## src/rtl/wdt_pkg.sv

```systemverilog
package wdt_pkg;
   localparam int CTRL_W = 16;
   localparam int TMO_W  = 8;

   typedef struct packed {
      logic [TMO_W-1:0] tmo;
      logic [1:0]       rsvd;
      logic             exp_ext;
      logic             ext_n;
      logic             sw_n;
      logic             stop_frz;
      logic             dbg_frz;
      logic             en;
   } wdt_ctrl_t;

   localparam wdt_ctrl_t CTRL_DEF = '{tmo: '0, rsvd: 2'b00, exp_ext: 1'b0,
                                      ext_n: 1'b1, sw_n: 1'b1, stop_frz: 1'b0,
                                      dbg_frz: 1'b0, en: 1'b0};
endpackage

```

## src/rtl/wdt_keychk.sv

```systemverilog
module wdt_keychk #(
   parameter int          KEY_W      = 16,
   parameter logic [15:0] KEY_FIRST  = 16'h5555,
   parameter logic [15:0] KEY_SECOND = 16'hAAAA
) (
   input  logic             clk,
   input  logic             rst_n,
   input  logic             clr,
   input  logic             svc_wr,
   input  logic [KEY_W-1:0] svc_data,
   output logic             reload
);
   logic armed_q;

   assign reload = svc_wr && armed_q && (svc_data == KEY_SECOND[KEY_W-1:0]);

   always_ff @(posedge clk or negedge rst_n) begin
      if (!rst_n) begin
         armed_q <= 1'b0;
      end else if (clr) begin
         armed_q <= 1'b0;
      end else if (svc_wr) begin
         armed_q <= (svc_data == KEY_FIRST[KEY_W-1:0]);
      end
   end
endmodule

```

## src/rtl/wdt_countdown.sv

```systemverilog
module wdt_countdown #(
   parameter int CNT_W = 8
) (
   input  logic             clk,
   input  logic             rst_n,
   input  logic             clr,
   input  logic             load,
   input  logic [CNT_W-1:0] load_val,
   input  logic             step,
   output logic             expire
);
   logic [CNT_W-1:0] cnt_q;

   assign expire = step && (cnt_q == '0);

   always_ff @(posedge clk or negedge rst_n) begin
      if (!rst_n) begin
         cnt_q <= '0;
      end else if (clr) begin
         cnt_q <= '0;
      end else if (load) begin
         cnt_q <= load_val;
      end else if (step && (cnt_q != '0)) begin
         cnt_q <= cnt_q - 1'b1;
      end
   end
endmodule

```

## src/rtl/wdt_rstpulse.sv

```systemverilog
module wdt_rstpulse #(
   parameter int PULSE_CYC = 4
) (
   input  logic clk,
   input  logic rst_n,
   input  logic trig_int,
   input  logic trig_ext,
   output logic int_q,
   output logic ext_q,
   output logic busy,
   output logic done
);
   localparam int LW = (PULSE_CYC > 1) ? $clog2(PULSE_CYC) : 1;

   logic [LW-1:0] left_q;

   assign busy = int_q || ext_q;
   assign done = busy && (left_q == '0);

   always_ff @(posedge clk or negedge rst_n) begin
      if (!rst_n) begin
         int_q  <= 1'b0;
         ext_q  <= 1'b0;
         left_q <= '0;
      end else if (!busy) begin
         if (trig_int || trig_ext) begin
            int_q  <= trig_int;
            ext_q  <= trig_ext;
            left_q <= LW'(PULSE_CYC - 1);
         end
      end else if (done) begin
         int_q <= 1'b0;
         ext_q <= 1'b0;
      end else begin
         left_q <= left_q - 1'b1;
      end
   end
endmodule

```

## src/rtl/svc_watchdog.sv

```systemverilog
module svc_watchdog
   import wdt_pkg::*;
#(
   parameter int          PULSE_CYC  = 4,
   parameter logic [15:0] KEY_FIRST  = 16'h5555,
   parameter logic [15:0] KEY_SECOND = 16'hAAAA,
   parameter bit          TICK_EDGE  = 1'b0
) (
   input  logic              clk,
   input  logic              rst_n,
   input  logic              wr_en,
   input  logic              wr_addr,
   input  logic [CTRL_W-1:0] wr_data,
   input  logic              tick_i,
   input  logic              dbg_halt_i,
   input  logic              stop_i,
   output logic [CTRL_W-1:0] ctrl_rd_o,
   output logic              int_rst_o,
   output logic              ext_rst_o
);
   if (PULSE_CYC < 1) begin : g_bad_pulse
      $error("PULSE_CYC must be at least 1");
   end
   if (CTRL_W != $bits(wdt_ctrl_t)) begin : g_bad_ctrl
      $error("control struct width mismatch");
   end

   wdt_ctrl_t ctrl_q;
   wdt_ctrl_t wr_ctrl;
   logic      tick_p, busy, done, expire, reload;
   logic      ctrl_wr, svc_wr, en_start, frozen, step;
   logic      trig_int, trig_ext;

   if (TICK_EDGE) begin : g_tick_edge
      logic tick_d;
      always_ff @(posedge clk or negedge rst_n) begin
         if (!rst_n) tick_d <= 1'b0;
         else        tick_d <= tick_i;
      end
      assign tick_p = tick_i && !tick_d;
   end else begin : g_tick_level
      assign tick_p = tick_i;
   end

   assign wr_ctrl  = wdt_ctrl_t'(wr_data);
   assign ctrl_wr  = wr_en && !wr_addr && !busy;
   assign svc_wr   = wr_en &&  wr_addr && !busy;
   assign en_start = ctrl_wr && wr_ctrl.en && !ctrl_q.en;
   assign frozen   = (ctrl_q.dbg_frz && dbg_halt_i) || (ctrl_q.stop_frz && stop_i);
   assign step     = tick_p && ctrl_q.en && !frozen && !busy;

   assign trig_int = (ctrl_wr && !wr_ctrl.sw_n) || expire;
   assign trig_ext = (ctrl_wr && !wr_ctrl.ext_n) || (expire && ctrl_q.exp_ext);

   always_ff @(posedge clk or negedge rst_n) begin
      if (!rst_n) begin
         ctrl_q <= CTRL_DEF;
      end else if (done) begin
         ctrl_q <= CTRL_DEF;
      end else if (ctrl_wr) begin
         ctrl_q      <= wr_ctrl;
         ctrl_q.rsvd <= 2'b00;
         ctrl_q.en   <= ctrl_q.en || wr_ctrl.en;
      end
   end

   wdt_keychk #(.KEY_W(CTRL_W), .KEY_FIRST(KEY_FIRST), .KEY_SECOND(KEY_SECOND)) u_key (
      .clk(clk), .rst_n(rst_n), .clr(done), .svc_wr(svc_wr),
      .svc_data(wr_data), .reload(reload)
   );

   wdt_countdown #(.CNT_W(TMO_W)) u_cnt (
      .clk(clk), .rst_n(rst_n), .clr(done), .load(en_start || reload),
      .load_val(en_start ? wr_ctrl.tmo : ctrl_q.tmo), .step(step), .expire(expire)
   );

   wdt_rstpulse #(.PULSE_CYC(PULSE_CYC)) u_pulse (
      .clk(clk), .rst_n(rst_n), .trig_int(trig_int), .trig_ext(trig_ext),
      .int_q(int_rst_o), .ext_q(ext_rst_o), .busy(busy), .done(done)
   );

   assign ctrl_rd_o = ctrl_q;
endmodule

```

## config.mk

```make
export PLATFORM = sky130hd
export DESIGN_NAME = svc_watchdog
export DESIGN_NICKNAME = d
export VERILOG_FILES = /design/src/rtl/wdt_pkg.sv /design/src/rtl/wdt_keychk.sv /design/src/rtl/wdt_countdown.sv /design/src/rtl/wdt_rstpulse.sv /design/src/rtl/svc_watchdog.sv
export SDC_FILE = /design/constraint.sdc
export NUM_CORES = 1
export LEC_CHECK = 0
export BUFFER_PORTS_ARGS = -buffer_cell sky130_fd_sc_hd__buf_2
export CAP_MARGIN = 20
export CORE_MARGIN = 2
export CORE_UTILIZATION = 55
export CTS_BUF_LIST = sky130_fd_sc_hd__clkbuf_2 sky130_fd_sc_hd__clkbuf_4 sky130_fd_sc_hd__clkbuf_8
export DETAILED_ROUTE_END_ITERATION = 10
export PLACE_DENSITY = 0.82
export SYNTH_ARGS = -nofsm -noshare
export SYNTH_HDL_FRONTEND = slang
export SYNTH_SLANG_ARGS = --single-unit
```

## constraint.sdc

```tcl
create_clock -name clk -period 1.7 [get_ports clk]
set_input_delay 0.255 -clock clk [delete_from_list [all_inputs] [get_ports clk]]
set_output_delay 0.255 -clock clk [all_outputs]
set_load 0.01 [all_outputs]
```

# == Word-level counts from Yosys, hierarchy flattened ==
# Cells that the tools add are included.
# word_totals
ff_bits,29
wordCells,76
output_inout_bits,18
in_bits,23
# classes
muxes,16
eq_ne,4
addsub,2
n_reduce_logical,41
# op_table
cell,count
2-to-1 mux 16 bit,2
2-to-1 mux 8 bit,4
logical AND 1 bit,19
equality test 16 x 15 -> 1 bit (second input constant),1
equality test 16 bit (second input constant),1
zero test 8 bit,1
nonzero test 8 bit,1
subtractor 8 x 1 -> 8 bit (second input constant),1
logical OR 1 bit,7
2-to-1 mux 1 bit,7
zero test 1 bit,6
2-to-1 mux 2 bit,3
nonzero test 2 bit,3
!= test 2 bit (second input constant),2
AND reduction 2 bit,2
nonzero test 3 bit,1
zero test 2 bit,1
subtractor 2 x 1 -> 2 bit (second input constant),1

# == Depth between registers and ports, before layout ==
# depth
depth_word,11
depth_mapped,7
depth_no_buf,6

# == By module ==
# Synthesis repeated with hierarchy kept, for this count alone.
# hier_totals
cells_unflattened,185
hier_area_um2,1711.6
# by_module_without_submodules
mod,n_inst,area_per_inst_um2,cells_per_inst,seq_area_each_um2
svc_watchdog,1,744.5,78,352.8
wdt_countdown,1,596.8,68,200.2
wdt_rstpulse,1,221.5,24,100.1
wdt_keychk,1,148.9,15,25.0

# == Least setup slack after synthesis ==
# OpenSTA, ideal clock, no wires.
# synth_path
path_kind,register to register
from,register u_pulse.ext_q
to,register u_cnt.cnt_q[0]
period_less_slack_ns,1.617
arrival_time_ns,1.523
n_path_buf,1
stages_incl_launch_ff,7
required_ns,1.606
setup_time_ns,0.094
setup_slack_ns,0.083
cell_sequence,dfrtp_1 -> nor4b_4 -> nand3b_1 -> buf_4 -> o31ai_4 -> nor3_1 -> a211oi_1
# synth_via
elab_chain_len,8
elab_cells_between_ends,16
cone_classes,mux: 3; reduce/logical: 13
# synth_rtl
item,line,rtl
"start, declared",wdt_rstpulse.sv:9,"output logic ext_q,"
"start signal, assigned",wdt_rstpulse.sv:28,ext_q <= trig_ext;
logical OR 1 bit (*),wdt_rstpulse.sv:17,assign busy = int_q || ext_q;
zero test 1 bit,n/a,
logical AND 1 bit (on tied branches),"svc_watchdog.sv:46, svc_watchdog.sv:47",
logical AND 1 bit (on tied branches) (2 in series),"svc_watchdog.sv:48, wdt_keychk.sv:15",
2-to-1 mux 8 bit or logical OR 1 bit (tied branches),"svc_watchdog.sv:74, svc_watchdog.sv:73",
2-to-1 mux 8 bit,wdt_countdown.sv:21,end else if (load) begin
2-to-1 mux 8 bit,wdt_countdown.sv:19,end else if (clr) begin
"end signal, assigned",wdt_countdown.sv:22,cnt_q <= load_val;
"end signal, assigned",wdt_countdown.sv:24,cnt_q <= cnt_q - 1'b1;
"end, declared",wdt_countdown.sv:12,logic [CNT_W-1:0] cnt_q;
# Mark *: on every way between the ends. The rest lies on a longest branch, timed or not.
# A chain may end at the register's enable or synchronous reset.

# == Final worst setup path ==
# layout_path
from,register u_pulse.ext_q
to,register u_cnt.cnt_q[3]
# The elaborated chain is that of the path after synthesis.

==> flow_summary.json <==
{
  "p_per_area_nw_per_um2": 1470,
  "overflow": 0,
  "worst_r2r_startpoint": "u_pulse.ext_q",
  "fin_util": 0.736,
  "fin_skew_ns": 0.00398,
  "dieArea_um2": 3360,
  "period_needed_ns": 1.78,
  "portBuffers": 38,
  "grt_antenna_before_repair": 0,
  "totalWireLength_um": 4050,
  "core_um2": 2760,
  "syn_inst": 172,
  "vias": 1507,
  "finalHoldViolations": 0,
  "num_rows": 19,
  "worst_pin_slew_ns": 0.595,
  "rsz0062_at_grt": "yes",
  "cts_root_buf": "clkbuf_4",
  "clk_pin_slew_worst_paths_ns": 0.14,
  "finalCritPeriodShare": 1.05,
  "end_kind": "flip-flop",
  "status": "finished with violations",
  "grtUsageTotal": 0.240,
  "startpoint": "u_pulse.ext_q",
  "grt_pass1_vias": 1413,
  "vdd_ir_drop_max_mv": 1.25,
  "whs_path_depth": 3,
  "placed_cell_area_um2": 1860,
  "drive_above_1_share": 0.362,
  "drt_iter0_drc": 43,
  "cp.required_ns": 1.93,
  "dp_hpwl_um": 2960,
  "cp_cell_sequence": "buf_6, a211oi_4, nand4_1, buf_4, nor3_2, xnor2_1, a21oi_1",
  "crit_fanout": 5,
  "ys.flop_type": "dfrtp_1",
  "synthToLayoutAreaGrowth_pct": 26.6,
  "crit_arrival_ns": 2.01,
  "reg2regPathDepth": 7,
  "dp_worst_setup_slack_ns": -0.0558,
  "clockBufferDepth": 2,
  "fin_ws_ns": -0.0820,
  "clk_latency_ns": 0.33,
  "drc": 0,
  "syn_area_um2": 1600,
  "r2r_end": "u_cnt.cnt_q[3]",
  "r2r_slack_ns": -0.08,
  "multi_input_area_um2": 943,
  "grt_pass1_wl_um": 6290,
  "antenna_cells": 0,
  "grt_max_degree": 28,
  "ys_seq_elements": 27,
  "synth_edf_count": 0,
  "synth_seq_area_share": 0.423,
  "avgSynthCellArea_um2": 9.32,
  "drv_cap": 0,
  "numClockSinks": 27,
  "routed_via_density": 5.91,
  "synth_cell_type_count": 46,
  "ios": 41,
  "yosysWarnings": 0,
  "fmax_mhz": 561,
  "p_leak_nw": 0.943,
  "hold_path_end": "ctrl_rd_o[5]",
  "slew-limit-headroom": 0.603,
  "violations": "negative setup slack",
  "cp_slowest_cell": "dfrtp_2",
  "globalplace.congestion": 0.851,
  "setup_viol": 5,
  "fin_nets": 251,
  "cts_tree": "built",
  "nFillCells": 199,
  "initial_utilization": 0.581,
  "ant_nets": 0,
  "slew_viol_final": 0,
  "worst_setup_path_start_kind": "flip-flop",
  "min_from": "wr_data[5]",
  "crit_type": "reg2reg",
  "cts_made_buffers": 3,
  "drt-wirelength-per-cell_um": 15.9,
  "htreeDepth": 1,
  "fin_area_um2": 2030,
  "fp.dieW_um": 58.0,
  "die_h_um": 58.0,
  "register_area_um2": 681,
  "dr.pass1.iters": 4,
  "holdCritPathClass": "in2reg",
  "critical-path-max-stage-delay_ns": 0.47,
  "async_flop_share": 1.00
}
[final cells by class]
type	instances	share of cell area
Multi-Input combinational cell	134	0.465
Sequential cell	27	0.335
Timing Repair Buffer	54	0.158
Tap cell	31	0.0191
Clock buffer	3	0.0111
Inverter	5	0.00925
Clock inverter	1	0.00247
[power breakdown]
group          leakage (nW)  internal (mW)  switching (mW)
sequential            0.336          0.920           0.241
combinational         0.589          0.726           0.826
clock                0.0177         0.0886           0.190
total                 0.943           1.73            1.26
[critical path, delay by kind of cell (launching register included)]
kind	cells	cell delay, ns
buffers and inverters	2	0.35
DFF	1	0.47
xor gates and xnor gates	1	0.16
and+or+nand+nor	2	0.36
AOI/OAI and AO/OA	2	0.34
[logic make-up after synthesis]
| kind of cell | after synthesis | share of synthesized area |
|---|---|---|
| other cells | 1 | 0.00234 |
| flops | 27 | 0.423 |
| mux | 4 | 0.0250 |
| xor+xnor | 4 | 0.0219 |
| buf+inv | 12 | 0.0359 |
| compound gates | 39 | 0.169 |
| fa+ha+maj | 3 | 0.0234 |
| simple gates | 82 | 0.300 |
[worst max path at each step]
| stage | to | slack (ns) | cells past startpoint |
|---|---|---|---|
| final | u_cnt.cnt_q[3] | -0.08 | 7 |
| after global routing | u_cnt.cnt_q[0] | -0.19 | 6 |
| after CTS | u_cnt.cnt_q[4] | -0.01 | 7 |
| after detailed placement | u_cnt.cnt_q[3] | -0.06 | 6 |
| after global placement | u_cnt.cnt_q[0] | 0.03 | 6 |
| after floorplan | u_cnt.cnt_q[0] | 0.08 | 6 |
[metrics by stage]
step / TNS [ns] / instances / hold slack, ns / total power, mW
after floorplan: 0 / 173 / -0.0406 / 1.98
after global placement: 0 / 244 / 0.279 / 2.43
after global routing: -0.791 / 255 / 0.176 / 3.20
after CTS: -0.00980 / 250 / 0.147 / 2.85
after detailed placement: -0.0654 / 244 / 0.286 / 2.51
final: -0.213 / 255 / 0.165 / 2.99
[flip-flops by register name (all words and copies together), names as in the netlist]
name	cells
ctrl_rd_o	14
u_cnt.cnt_q	8
u_pulse.left_q	2
u_key.armed_q	1
u_pulse.ext_q	1
u_pulse.int_q	1
[layer usage]
metal  global-route usage  up-vias  routed length, µm
met1                0.312      725               1790
li1                     -      726                  -
met3               0.0268        8                173
met5                    0        -                  0
met2                0.420       48               2000
met4               0.0764        0                 80
[synth_stat cells (2+ instances only)]
| cell type | number | area share |
|---|---|---|
| dfrtp_1 | 25 | 0.39 |
| nand3b_1 | 3 | 0.014 |
| ha_1 | 3 | 0.023 |
| dfstp_2 | 2 | 0.033 |
| nor4b_4 | 2 | 0.030 |
| a21oi_1 | 9 | 0.028 |
| nand4_1 | 5 | 0.020 |
| nand2b_1 | 2 | 0.0078 |
| xnor2_1 | 4 | 0.022 |
| nor2_1 | 17 | 0.040 |
| clkbuf_1 | 3 | 0.0070 |
| a211oi_1 | 3 | 0.014 |
| o221ai_1 | 4 | 0.022 |
| mux2i_1 | 4 | 0.025 |
| o21a_1 | 2 | 0.0094 |
| inv_1 | 5 | 0.012 |
| nor4bb_1 | 4 | 0.025 |
| o21ai_0 | 12 | 0.037 |
| nand2_1 | 26 | 0.061 |
| buf_4 | 3 | 0.014 |
| nor3_1 | 9 | 0.028 |
[timing repair]
item / 4_1_cts / 5_1_grt
setup buffers: 1 / 5
hold buffers: 1 / 0
pin swaps: 1 / 7
endpoints found under the hold margin: 25 / 0
resized for setup: 8 / 12
endpoints found under the setup margin: 8 / 11
[layout by cell type (no fill, tap or decap), drive strengths merged, types with 2 or more instances in the layout]
cell / instances
buf: 53
nand2: 26
dfrtp: 25
nor2: 17
o21ai: 13
a21oi: 9
nor3: 9
inv: 5
nand4: 5
nor4bb: 4
xnor2: 4
mux2i: 4
o221ai: 4
a211oi: 4
nand3b: 3
ha: 3
clkbuf: 3
nor4b: 2
nor4: 2
o21a: 2
nand2b: 2
conb: 2
dfstp: 2
and4bb: 2
and2: 2
or3: 2
(Power assumes the default switching activity.)
